===== config.mk =====
export PLATFORM = sky130hd
export DESIGN_NAME = cmd_line_rx
export DESIGN_NICKNAME = d
export VERILOG_FILES = /design/src/rtl/cmd_rx_pkg.sv /design/src/rtl/cmd_rx_classify.sv /design/src/rtl/cmd_rx_linebuf.sv /design/src/rtl/cmd_rx_mode_reg.sv /design/src/rtl/cmd_line_rx.sv
export SDC_FILE = /design/constraint.sdc
export NUM_CORES = 1
export LEC_CHECK = 0
export ABC_AREA = 1
export CAP_MARGIN = 40
export CORE_MARGIN = 2
export CORE_UTILIZATION = 32
export CTS_BUF_LIST = sky130_fd_sc_hd__clkbuf_8
export CTS_CLUSTER_DIAMETER = 60
export DETAILED_ROUTE_END_ITERATION = 10
export DONT_BUFFER_PORTS = 1
export PLACE_DENSITY_LB_ADDON = 0.08
export REMOVE_ABC_BUFFERS = 1
export SLEW_MARGIN = 0
export SYNTH_ARGS = -nofsm -noshare
export SYNTH_HDL_FRONTEND = slang
export SYNTH_SLANG_ARGS = --single-unit

===== constraint.sdc =====
create_clock -name clk -period 1.95 [get_ports clk]
set_input_delay 0.195 -clock clk [delete_from_list [all_inputs] [get_ports clk]]
set_output_delay 0.195 -clock clk [all_outputs]
set_load 0.01 [all_outputs]

===== src/rtl/cmd_rx_pkg.sv =====
package cmd_rx_pkg;

    localparam logic [7:0] CH_ESC = 8'h1B;
    localparam logic [7:0] CH_EOL = 8'h0A;
    localparam logic [7:0] CH_SET = 8'h41;
    localparam logic [7:0] CH_CLR = 8'h43;

    typedef enum logic [1:0] {
        BK_PLAIN = 2'd0,
        BK_ESC   = 2'd1,
        BK_EOL   = 2'd2
    } byte_kind_e;

    typedef enum logic [1:0] {
        ACT_NONE = 2'd0,
        ACT_SET  = 2'd1,
        ACT_CLR  = 2'd2
    } mode_act_e;

    typedef struct packed {
        logic       done;
        logic [7:0] first;
    } line_evt_t;

    function automatic byte_kind_e kind_of(input logic [7:0] b);
        if (b == CH_ESC)      return BK_ESC;
        else if (b == CH_EOL) return BK_EOL;
        else                  return BK_PLAIN;
    endfunction

    function automatic mode_act_e act_of(input logic [7:0] first);
        if (first == CH_SET)      return ACT_SET;
        else if (first == CH_CLR) return ACT_CLR;
        else                      return ACT_NONE;
    endfunction

endpackage


===== src/rtl/cmd_rx_classify.sv =====
module cmd_rx_classify
    import cmd_rx_pkg::*;
(
    input  logic [7:0]  data_i,
    output byte_kind_e  kind_o
);
    always_comb begin
        kind_o = kind_of(data_i);
    end
endmodule


===== src/rtl/cmd_rx_linebuf.sv =====
module cmd_rx_linebuf
    import cmd_rx_pkg::*;
#(
    parameter int DEPTH   = 16,
    parameter int MIN_LEN = 3
) (
    input  logic        clk,
    input  logic        rst,
    input  logic        valid_i,
    input  logic [7:0]  data_i,
    input  byte_kind_e  kind_i,
    output line_evt_t   evt_o
);
    localparam int CW = $clog2(DEPTH + 1);
    localparam logic [CW-1:0] FULL_CNT = CW'(DEPTH);
    localparam logic [CW-1:0] END_CNT  = CW'(MIN_LEN);

    logic [CW-1:0] cnt_q;
    logic [7:0]    first_q;
    logic          full;
    logic          finish;

    assign full   = (cnt_q == FULL_CNT);
    assign finish = valid_i && !full && (kind_i == BK_EOL) && (cnt_q > END_CNT);

    always_ff @(posedge clk) begin
        if (rst) begin
            cnt_q   <= '0;
            first_q <= '0;
        end else if (valid_i) begin
            if (kind_i == BK_ESC) begin
                cnt_q   <= CW'(1);
                first_q <= data_i;
            end else if (full || finish) begin
                cnt_q <= '0;
            end else begin
                if (cnt_q == '0) first_q <= data_i;
                cnt_q <= cnt_q + CW'(1);
            end
        end
    end

    assign evt_o.done  = finish;
    assign evt_o.first = first_q;

    assert_count_bound_R7: assert property (@(posedge clk) disable iff (rst)
        cnt_q <= FULL_CNT);

    assert_esc_restart_R2: assert property (@(posedge clk) disable iff (rst)
        (valid_i && data_i == CH_ESC) |=> (cnt_q == CW'(1) && first_q == CH_ESC));

    assert_idle_hold_R9: assert property (@(posedge clk) disable iff (rst)
        !valid_i |=> ($stable(cnt_q) && $stable(first_q)));

    assert_overflow_clear_R7: assert property (@(posedge clk) disable iff (rst)
        (valid_i && full && data_i != CH_ESC) |=> (cnt_q == '0));
endmodule


===== src/rtl/cmd_rx_mode_reg.sv =====
module cmd_rx_mode_reg
    import cmd_rx_pkg::*;
(
    input  logic       clk,
    input  logic       rst,
    input  line_evt_t  evt_i,
    output logic       mode_o,
    output logic       wr_o
);
    mode_act_e act;

    always_comb begin
        act = evt_i.done ? act_of(evt_i.first) : ACT_NONE;
    end

    always_ff @(posedge clk) begin
        if (rst) begin
            mode_o <= 1'b0;
            wr_o   <= 1'b0;
        end else begin
            wr_o <= (act != ACT_NONE);
            if (act == ACT_SET)      mode_o <= 1'b1;
            else if (act == ACT_CLR) mode_o <= 1'b0;
        end
    end

    assert_strobe_single_R8: assert property (@(posedge clk) disable iff (rst)
        wr_o |=> !wr_o);

    assert_mode_needs_strobe_R8: assert property (@(posedge clk) disable iff (rst)
        (mode_o != $past(mode_o)) |-> wr_o);
endmodule


===== src/rtl/cmd_line_rx.sv =====
module cmd_line_rx
    import cmd_rx_pkg::*;
#(
    parameter int DEPTH   = 16,
    parameter int MIN_LEN = 3
) (
    input  logic       clk,
    input  logic       rst,
    input  logic       rx_valid_i,
    input  logic [7:0] rx_data_i,
    output logic       live_mode_o,
    output logic       mode_wr_o
);
    byte_kind_e kind;
    line_evt_t  evt;

    cmd_rx_classify u_classify (
        .data_i (rx_data_i),
        .kind_o (kind)
    );

    cmd_rx_linebuf #(
        .DEPTH   (DEPTH),
        .MIN_LEN (MIN_LEN)
    ) u_linebuf (
        .clk     (clk),
        .rst     (rst),
        .valid_i (rx_valid_i),
        .data_i  (rx_data_i),
        .kind_i  (kind),
        .evt_o   (evt)
    );

    cmd_rx_mode_reg u_mode (
        .clk    (clk),
        .rst    (rst),
        .evt_i  (evt),
        .mode_o (live_mode_o),
        .wr_o   (mode_wr_o)
    );

    assert_strobe_cause_R3: assert property (@(posedge clk) disable iff (rst)
        mode_wr_o |-> $past(rx_valid_i && rx_data_i == CH_EOL));

    assert_set_on_a_R4: assert property (@(posedge clk) disable iff (rst)
        (mode_wr_o && $past(evt.first) == CH_SET) |-> live_mode_o);

    assert_clr_on_c_R5: assert property (@(posedge clk) disable iff (rst)
        (mode_wr_o && $past(evt.first) == CH_CLR) |-> !live_mode_o);
endmodule


==> results.sh <==
export IMPL_drtIter0Drc=46
export IMPL_ys_seq_elements=15
export IMPL_placement_io_buffers=0
export IMPL_worst_pin_slew_ps=427
export IMPL_seqCellArea_um2=303
export IMPL_synth_top_family_by_area="simple AND/OR/NAND/NOR gates"
export IMPL_synth_compound_area_share_pct=13.1
export IMPL_core_um2=3050
export IMPL_whs_ps=155
export IMPL_drive_gt1_share_pct=19.5
export IMPL_synth_warnings=0
export IMPL_routedWlPerCell_um=11.1
export IMPL_post_route_min_period_ps=1760
export IMPL_cts_root_buffer="clkbuf_8"
export IMPL_firstDrtPassIters=4
export IMPL_met2RoutedLength_um=884
export IMPL_synth_simple_gate_area_share_pct=41.2
export IMPL_grt_pass1_vias=814
export IMPL_rows=20
export IMPL_dp_hpwl_um=1660
export IMPL_syn_cell_area_um2=1030
export IMPL_wl_met3_um=75
export IMPL_synth_top_cell_area_share_pct=29.2
export IMPL_critPathLaunchType="register"
export IMPL_vdd_ir_drop_max_mv=0.175
export IMPL_most_common_layout_cells="27 x nand2_1, 22 x nor2_1, 18 x inv_1, 18 x nand3_1, 13 x dfxtp_1"
export IMPL_slew_headroom_pct=71.3
export IMPL_die_w_um=60.7
export IMPL_cp_max_fo=7
export IMPL_area_growth_pct=9.25
export IMPL_die_y_um=60.7
export IMPL_diodes=0
export IMPL_synthMuxAreaShare_pct=0
export IMPL_yosysSeqAreaShare_pct=29.2
export IMPL_cts_tree="built"
export IMPL_yosys_area_share_xor_xnor_pct=1.70
export IMPL_rsz0062_at_grt="no"
export IMPL_p_per_area_nw_per_um2=636
export IMPL_grtUsageTotal_pct=13.8
export IMPL_htreeDepth=1
export IMPL_clk_path_buf_depth=2
export IMPL_synth_cell_types=25
export IMPL_clk_latency_ps=250
export IMPL_cp_required_ps=2090
export IMPL_wl_um=2150
export IMPL_hold_class="input pin to register"
export IMPL_die_area_um2=3680
export IMPL_antenna_found_initial=0
export IMPL_vias=866
export IMPL_cts_buffers=3
export IMPL_setup_violations_final=0
export IMPL_initial_utilization_pct=33.7
export IMPL_p_leak_nw=0.460
export IMPL_nNetsFinal=164
export IMPL_clock_fmax_ghz=0.568
export IMPL_post_dp_cell_area_um2=1060
export IMPL_overflow=0
export IMPL_syn_inst=144
export IMPL_cp_end_kind="register"
export IMPL_wl_met1_um=1150
export IMPL_setup_tns_final_ps=0
export IMPL_period_share_pct=90.2
export IMPL_stdcell_area_um2=1120
export IMPL_yosysTopAreaCell="dfxtp_1"
export IMPL_grt_max_degree=17
export IMPL_multi_input_area_um2=614
export IMPL_layout_commonest_cell="nand2_1"
export IMPL_place_gp_congestion=0.804
export IMPL_top_layer="met4"
export IMPL_ant_nets=0
export IMPL_io_pin_count=13
export IMPL_synth_area_leaders="dfxtp_1 29%, nand2_1 9.9%, nand3_1 8.8%, nor2_1 8.0%, a21oi_2 7.7%"
export IMPL_cts_sinks=15
export IMPL_cap_violations=0
export IMPL_drv_slew=0
export IMPL_post_cts_setup_buffers=0
export IMPL_fin_skew_ps=2.32
export IMPL_crit_type="register to register"
export IMPL_clkTransAtPathRegs_ps=60
export IMPL_post_route_util_pct=36.8
export IMPL_yosys_area_share_adder_pct=3.65
export IMPL_n_fill_cell=347
export IMPL_status="finished clean"
export IMPL_grt_pass1_wl_um=3740
export IMPL_vias_per_cell=4.49
export IMPL_drc=0
export IMPL_finalHoldViolCount=0
export IMPL_avgSynthCellArea_um2=7.14
export IMPL_cp_arrival_ps=1900
==> cell usage after synthesis (all sizes together) <==
cell type,number
nand2,28
nor4,1
o21ai,2
xnor2,1
ha,3
clkinv,1
nand3,22
inv,20
dfxtp,15
and2,1
a21oi,16
nor2,26
xor2,1
nand4,4
nand3b,1
buf,2
==> area by class of cell <==
| cell class | count | share of cell area, % |
|---|---|---|
| multi-input combinational | 106 | 54.7 |
| clock buffer | 3 | 3.67 |
| timing repair buffer | 3 | 2.45 |
| sequential | 15 | 26.9 |
| tap | 44 | 4.90 |
| inverter | 21 | 7.02 |
| clock inverter | 1 | 0.334 |
==> registers in the layout, summed over array words and instances, names as in the netlist <==
signal,flops
u_linebuf.first_q,8
u_linebuf.cnt_q,5
u_mode.mode_o,1
u_mode.wr_o,1
==> cells by family (layout without fill, tap and decap cells) <==
| logic type | after synthesis | after routing |
|---|---|---|
| AOI/OAI and AO/OA | 18 | 18 |
| xor gates and xnor gates | 2 | 2 |
| adders and majority gates | 3 | 3 |
| buffers and inverters | 23 | 28 |
| DFF | 15 | 15 |
| and+or+nand+nor | 83 | 83 |
==> path summary, 6_finish.rpt <==
kind         cells after the start                              start  slack (ps)                                 to
max reg2reg                      8    u_linebuf.cnt_q[0]$_SDFFE_PP0P_         190         u_mode.mode_o$_SDFFE_PP0P_
max                              8    u_linebuf.cnt_q[0]$_SDFFE_PP0P_         190         u_mode.mode_o$_SDFFE_PP0P_
min                              2                         rx_valid_i         150    u_linebuf.cnt_q[0]$_SDFFE_PP0P_
min reg2reg                      2  u_linebuf.first_q[7]$_SDFFE_PP0P_         490  u_linebuf.first_q[7]$_SDFFE_PP0P_
==> worst max-delay path: stages (launching register included) <==
cell and delay [ps]:
dfxtp_2 360, inv_1 60, ha_1 240, nand3_4 130, and2_4 200, nand4_1 110, ha_1 330, o21ai_0 150
a21oi_1 60
==> stage by stage <==
step                setup slack, ps  total power (W)  std cells
floorplan                       272         0.000442        142
detailed placement              156         0.000464        187
global route                   38.9         0.000767        193
finish                          190         0.000714        193
CTS                             131         0.000719        191
global placement                199         0.000462        187
==> per-layer routing <==
metal | GRT usage, % | vias up
li1 | - | 475
met1 | 19.7 | 376
met2 | 19.5 | 10
met3 | 3.84 | 5
met4 | 5.59 | 0
met5 | 0 | -
==> report_power, final <==
group | switching, W | total (W) | internal (W)
Clock | 0.000113 | 0.000253 | 0.000139
Combinational | 0.0000680 | 0.000119 | 0.0000510
Sequential | 0.0000155 | 0.000343 | 0.000327
==> timing repair <==
item,in CTS,in global routing
hold endpoints to repair,0,4
endpoints found under the setup margin,0,1
hold buffers,0,2
gates resized for setup,0,2
Note: power is estimated with default switching activity, not from simulation.
